--- src/rtl/uart_tx_pkg.sv ---
package uart_tx_pkg;
    typedef enum logic [2:0] {
        ST_IDLE,
        ST_START,
        ST_DATA,
        ST_PAR,
        ST_STOP
    } tx_state_e;

    localparam int MIN_BITS = 5;
    localparam int TICKS_PER_BIT = 16;
endpackage

--- src/rtl/tx_fifo.sv ---
module tx_fifo #(
    parameter int DW    = 9,
    parameter int DEPTH = 4,
    localparam int AW   = $clog2(DEPTH),
    localparam int CW   = $clog2(DEPTH + 1)
) (
    input  logic          clk,
    input  logic          rst_n,
    input  logic          wr_en,
    input  logic [DW-1:0] wdata,
    input  logic          pop,
    input  logic [AW-1:0] cfg_depth,
    output logic [DW-1:0] rdata,
    output logic [CW-1:0] level,
    output logic          full,
    output logic          empty
);
    typedef struct packed {
        logic [DEPTH-1:0][DW-1:0] mem;
        logic [AW-1:0]            wp;
        logic [AW-1:0]            rp;
        logic [CW-1:0]            cnt;
    } fifo_s;

    fifo_s q, d;
    logic  push;
    logic  do_pop;
    logic [CW-1:0] limit;

    assign limit  = CW'(cfg_depth) + CW'(1);
    assign full   = (q.cnt >= limit);
    assign empty  = (q.cnt == '0);
    assign level  = q.cnt;
    assign rdata  = q.mem[q.rp];
    assign push   = wr_en && !full;
    assign do_pop = pop && !empty;

    always_comb begin
        d = q;
        if (push) begin
            d.mem[q.wp] = wdata;
            d.wp = (q.wp == AW'(DEPTH - 1)) ? '0 : q.wp + AW'(1);
        end
        if (do_pop) begin
            d.rp = (q.rp == AW'(DEPTH - 1)) ? '0 : q.rp + AW'(1);
        end
        case ({push, do_pop})
            2'b10:   d.cnt = q.cnt + CW'(1);
            2'b01:   d.cnt = q.cnt - CW'(1);
            default: d.cnt = q.cnt;
        endcase
    end

    always_ff @(posedge clk or negedge rst_n) begin
        if (!rst_n) begin
            q <= '0;
        end else begin
            q <= d;
        end
    end
endmodule

--- src/rtl/tx_shifter.sv ---
module tx_shifter
    import uart_tx_pkg::*;
#(
    parameter int DW = 9
) (
    input  logic          clk,
    input  logic          rst_n,
    input  logic          tick,
    input  logic          can_go,
    input  logic [DW-1:0] data,
    input  logic [2:0]    cfg_len,
    input  logic [2:0]    cfg_par,
    input  logic [1:0]    cfg_stop,
    output logic          pop,
    output logic          txd,
    output logic          busy
);
    typedef struct packed {
        tx_state_e     st;
        logic [4:0]    cnt;
        logic [3:0]    idx;
        logic [DW-1:0] sh;
        logic          pbit;
        logic          txd;
    } shf_s;

    shf_s q, d;
    logic [3:0]    nbits;
    logic [DW-1:0] data_m;
    logic          par_on;
    logic          pbit_new;
    logic [4:0]    lim;
    logic          last;
    logic          load;

    assign nbits  = (cfg_len > 3'd4) ? 4'(DW) : 4'(cfg_len) + 4'(MIN_BITS);
    assign par_on = (cfg_par >= 3'd1) && (cfg_par <= 3'd4);

    always_comb begin
        for (int i = 0; i < DW; i++) begin
            data_m[i] = data[i] && (i < int'(nbits));
        end
    end

    always_comb begin
        case (cfg_par)
            3'd1:    pbit_new = ~^data_m;
            3'd2:    pbit_new = ^data_m;
            3'd3:    pbit_new = 1'b1;
            default: pbit_new = 1'b0;
        endcase
    end

    always_comb begin
        if (q.st == ST_STOP) begin
            case (cfg_stop)
                2'd0:    lim = 5'd15;
                2'd1:    lim = 5'd23;
                default: lim = 5'd31;
            endcase
        end else begin
            lim = 5'(TICKS_PER_BIT - 1);
        end
    end

    assign last = tick && (q.cnt == lim);

    always_comb begin
        d    = q;
        load = 1'b0;
        if (tick && !last) begin
            d.cnt = q.cnt + 5'd1;
        end
        case (q.st)
            ST_IDLE: begin
                d.txd = 1'b1;
                d.cnt = '0;
                load  = tick && can_go;
            end
            ST_START: begin
                if (last) begin
                    d.st  = ST_DATA;
                    d.cnt = '0;
                    d.idx = '0;
                    d.txd = q.sh[0];
                end
            end
            ST_DATA: begin
                if (last) begin
                    d.cnt = '0;
                    if (q.idx == nbits - 4'd1) begin
                        d.st  = par_on ? ST_PAR : ST_STOP;
                        d.txd = par_on ? q.pbit : 1'b1;
                    end else begin
                        d.idx = q.idx + 4'd1;
                        d.sh  = q.sh >> 1;
                        d.txd = q.sh[1];
                    end
                end
            end
            ST_PAR: begin
                if (last) begin
                    d.st  = ST_STOP;
                    d.cnt = '0;
                    d.txd = 1'b1;
                end
            end
            ST_STOP: begin
                if (last) begin
                    d.cnt = '0;
                    d.st  = ST_IDLE;
                    d.txd = 1'b1;
                    load  = can_go;
                end
            end
            default: d.st = ST_IDLE;
        endcase
        if (load) begin
            d.st   = ST_START;
            d.cnt  = '0;
            d.idx  = '0;
            d.sh   = data_m;
            d.pbit = pbit_new;
            d.txd  = 1'b0;
        end
        pop = load;
    end

    assign txd  = q.txd;
    assign busy = (q.st != ST_IDLE);

    always_ff @(posedge clk or negedge rst_n) begin
        if (!rst_n) begin
            q     <= '0;
            q.st  <= ST_IDLE;
            q.txd <= 1'b1;
        end else begin
            q <= d;
        end
    end
endmodule

--- src/rtl/uart_tx_path.sv ---
module uart_tx_path #(
    parameter int DATA_W     = 9,
    parameter int FIFO_DEPTH = 4,
    localparam int PTR_W     = $clog2(FIFO_DEPTH),
    localparam int LVL_W     = $clog2(FIFO_DEPTH + 1)
) (
    input  logic              clk,
    input  logic              rst_n,
    input  logic              tick16,
    input  logic              wr_en,
    input  logic [DATA_W-1:0] wr_data,
    input  logic [PTR_W-1:0]  cfg_depth,
    input  logic [LVL_W-1:0]  cfg_thresh,
    input  logic [2:0]        cfg_len,
    input  logic [2:0]        cfg_par,
    input  logic [1:0]        cfg_stop,
    input  logic              cts_en,
    input  logic              cts_n,
    output logic              txd,
    output logic              full,
    output logic              req,
    output logic              tx_empty
);
    logic [DATA_W-1:0] head;
    logic [LVL_W-1:0]  level;
    logic              empty;
    logic              pop;
    logic              busy;
    logic              cts_ok;

    assign cts_ok = !cts_en || !cts_n;

    tx_fifo #(.DW(DATA_W), .DEPTH(FIFO_DEPTH)) u_fifo (
        .clk       (clk),
        .rst_n     (rst_n),
        .wr_en     (wr_en),
        .wdata     (wr_data),
        .pop       (pop),
        .cfg_depth (cfg_depth),
        .rdata     (head),
        .level     (level),
        .full      (full),
        .empty     (empty)
    );

    tx_shifter #(.DW(DATA_W)) u_shf (
        .clk      (clk),
        .rst_n    (rst_n),
        .tick     (tick16),
        .can_go   (!empty && cts_ok),
        .data     (head),
        .cfg_len  (cfg_len),
        .cfg_par  (cfg_par),
        .cfg_stop (cfg_stop),
        .pop      (pop),
        .txd      (txd),
        .busy     (busy)
    );

    assign req      = (level <= cfg_thresh);
    assign tx_empty = empty && !busy;
endmodule

--- config.mk ---
export PLATFORM = sky130hd
export DESIGN_NAME = uart_tx_path
export DESIGN_NICKNAME = d
export VERILOG_FILES = /design/src/rtl/uart_tx_pkg.sv /design/src/rtl/tx_fifo.sv /design/src/rtl/tx_shifter.sv /design/src/rtl/uart_tx_path.sv
export SDC_FILE = /design/constraint.sdc
export NUM_CORES = 1
export LEC_CHECK = 0
export ABC_AREA = 1
export BUFFER_PORTS_ARGS = -buffer_cell sky130_fd_sc_hd__buf_4
export CAP_MARGIN = 20
export CORE_UTILIZATION = 47
export CTS_CLUSTER_SIZE = 30
export DETAILED_ROUTE_END_ITERATION = 8
export PLACE_DENSITY = 0.71
export SLEW_MARGIN = 20
export SYNTH_ARGS = -nofsm -noshare
export SYNTH_HDL_FRONTEND = slang
export SYNTH_SLANG_ARGS = --single-unit
--- constraint.sdc ---
create_clock -name clk -period 7.2 [get_ports clk]
set_input_delay 0 -clock clk [delete_from_list [all_inputs] [get_ports clk]]
set_output_delay 0 -clock clk [all_outputs]
set_load 0.005 [all_outputs]
==> out/results.ini <==
[final_layout]
layout-drive-gt1-share_pct = 12.1
final_cell_mix = nand2_1 (190), inv_1 (85), dfrtp_1 (65)
syn2layout_area_growth_pct = 14.5
final_common_cell = nand2_1
layout.nets = 662
fillers = 795
num_antenna_cells = 0
fin_util_pct = 56.7
finalInstanceArea_mm2 = 0.00475

[logic_synthesis]
syn-cell-area_mm2 = 0.00415
synth.top_cells.by_area = dfrtp_1 (39%), nand2_1 (17%), inv_1 (7.7%), nand3_1 (6.8%), o21ai_0 (6.2%)
postSynthAreaPerCell_um2 = 7.26
yosys_warnings = 0
ys_seq_area_share_pct = 39.8
ys_async_sr_fraction_pct = 100
ys_ff_latch = 66
syn-num-nets = 620
synth_ff_type = dfrtp_1
synth-edff-count = 0
synth_cell_types = 36
syn_inst = 571
netlist.area_leader.share_pct = 39.2
synth_top_cell_by_area = dfrtp_1

[timing]
maxSlewViolCount = 0
whs_ps = 53.2
finalCritPeriodShare_pct = 42.3
layout_min_cycle_time_ps = 3040
max_freq_mhz = 329
rsz0062_at_grt = false
tns_ps = 0
tightest_slew_ps = 826
setup_viol_count_final = 0
hold_violations = 0
fin_worst_skew_ps = 11.5
relSlewSlack_pct = 44.9

[clocking]
clk_latency_ps = 350
clock-sinks = 66
tritoncts = built
path_clk_slew_ps = 80
numCtsBuffers = 9
root_buffer = clkbuf_8
post_cts_buffers = 0
cts_max_level = 3
cts_buffer_depth = 2

[setup_path]
arrival_ps = 3290
cp-start-kind = flop
worstSetupEndpointType = flop
crit_type = reg -> reg
required_ps = 7450
critPathMaxFanout = 21

[placement]
place.gp.congestion = 0.868
dpl_cell_area_mm2 = 0.00444
dp_hpwl_mm = 6.31
port_buffers = 31

[grt]
antenna_found_initial = 0
grt_pass1_wl_mm = 15.5
met1_usage_pct = 26.7
grt_pass1_vias = 3523
grt.busiest_layer = met2
grt_use_met2_pct = 38.0
grt_use_total_pct = 21.8
grt_remaining_overflow = 0
grt_util_met3_pct = 4.19
grt_start_max_net_pins = 67

[status]
outcome = complete, no violations

[drt]
dr.pass1.iters = 5
wl_per_cell_um = 12.3
drtIter0Drc = 134
drc_errors = 0
ant_nets = 0
wl_mm = 8.90
via_per_inst = 5.08
vias = 3670

[power_and_ir_drop]
intPower_mw = 1.01
seq_power_share_pct = 34.4
p_sw_mw = 0.832
power_density_mw_per_mm2 = 388
pwr-share-clk_pct = 16.7
vdd_drop_max_mv = 0.215
p_comb_share_pct = 48.9
sw_frac_of_total_pct = 45.2
leakage_nw = 2.54

[run]
drv_cap = 0

[min_path]
holdCritPathClass = in -> reg

[floorplan]
rows = 33
core_area_mm2 = 0.00838
io_pins = 32
fp.dieW_um = 95.9
dieArea_mm2 = 0.00920
initial_core_util_pct = 49.5
die_y_um = 95.9

-- cell type report --
type	count	area (um^2)	area share (%)
repair buffers	43	353	7.43
inverters	93	349	7.35
clock inverters	7	70.1	1.47
flip-flops and latches	66	1650	34.8
multi-input cells	400	2070	43.6
well taps	105	131	2.77
clock buffers	9	124	2.61
-- synthesized netlist by cell type, types with 3 or more instances --
cell type	number
buf_2	3
dfrtp_1	65
nor2_1	25
nand2_1	190
o21ai_0	51
nand3_1	56
inv_1	85
buf_4	3
o211ai_1	6
ha_1	20
xnor2_1	4
o211ai_2	7
nand2_2	3
xor2_1	3
inv_2	6
a21oi_1	4
nor3_1	5
clkbuf_1	4
o21ai_1	6
nand3_2	3
-- registers in the layout, indices dropped and copies added (netlist names) --
signal,cells
u_fifo.level,3
u_fifo.q,40
u_shf.q,22
u_shf.txd,1
-- power by group through the flow --
| stage | Combinational, mW | Sequential (mW) | Clock, mW |
|---|---|---|---|
| after global routing | 1.04 | 0.654 | 0.330 |
| after CTS | 0.903 | 0.631 | 0.317 |
| final | 0.901 | 0.633 | 0.307 |
| after floorplan | 0.717 | 0.592 | 0 |
| after global placement | 0.853 | 0.632 | 0 |
| after detailed placement | 0.890 | 0.637 | 0 |
-- routing by layer --
metal / wire length (um) / up-vias
met4: 144 / 0
met3: 273 / 15
met1: 4230 / 1693
met2: 4260 / 72
li1: - / 1890
met5: 0 / -
-- path summary, 6_finish.rpt --
kind                        startpoint            to  slack (ps)  cells after the start
max in group asynchronous        rst_n  u_fifo.q[40]        6370                      2
min reg2reg                  u_shf.txd     u_shf.txd         470                      2
max                        u_fifo.q[3]    u_shf.q[1]        4160                     14
max reg2reg                u_fifo.q[3]    u_shf.q[1]        4160                     14
min in group asynchronous        rst_n   u_shf.q[19]         280                      2
min                             tick16   u_shf.q[15]          50                      4
-- critical path, cell delays in order, from the launching register on --
cell,delay [ps]
dfrtp_1,840
inv_2,330
nand2_1,130
nand3_1,80
nand2_1,120
nand2_1,120
nand2_1,130
nand2_1,90
nand2_1,90
nand3_1,130
nand3_1,110
nand3_1,80
nand3_1,90
dlygate4sd3_1,550
nand2_1,50
-- per-stage QoR --
| step | cells | power (mW) | worst slack, ps |
|---|---|---|---|
| final | 723 | 1.84 | 4160 |
| after detailed placement | 695 | 1.53 | 4340 |
| after global routing | 723 | 2.03 | 3890 |
| after global placement | 695 | 1.48 | 4440 |
| after CTS | 723 | 1.85 | 4210 |
| after floorplan | 571 | 1.31 | 4760 |
-- cells by family after synthesis --
| group | after synthesis | share of synthesized area, % |
|---|---|---|
| XOR/XNOR | 8 | 1.87 |
| flip-flops | 66 | 39.8 |
| AND/OR/NAND/NOR | 294 | 30.4 |
| buffers and inverters | 105 | 10.2 |
| adder cells (fa/ha/maj) | 21 | 6.52 |
| AO/OA/AOI/OAI | 77 | 11.2 |
-- what timing repair did --
item / 4_1_cts / 5_1_grt
hold buffers: 12 / 0
hold endpoints to repair: 101 / 0
resized for setup: 0 / 0
(Power assumes the default switching activity.)
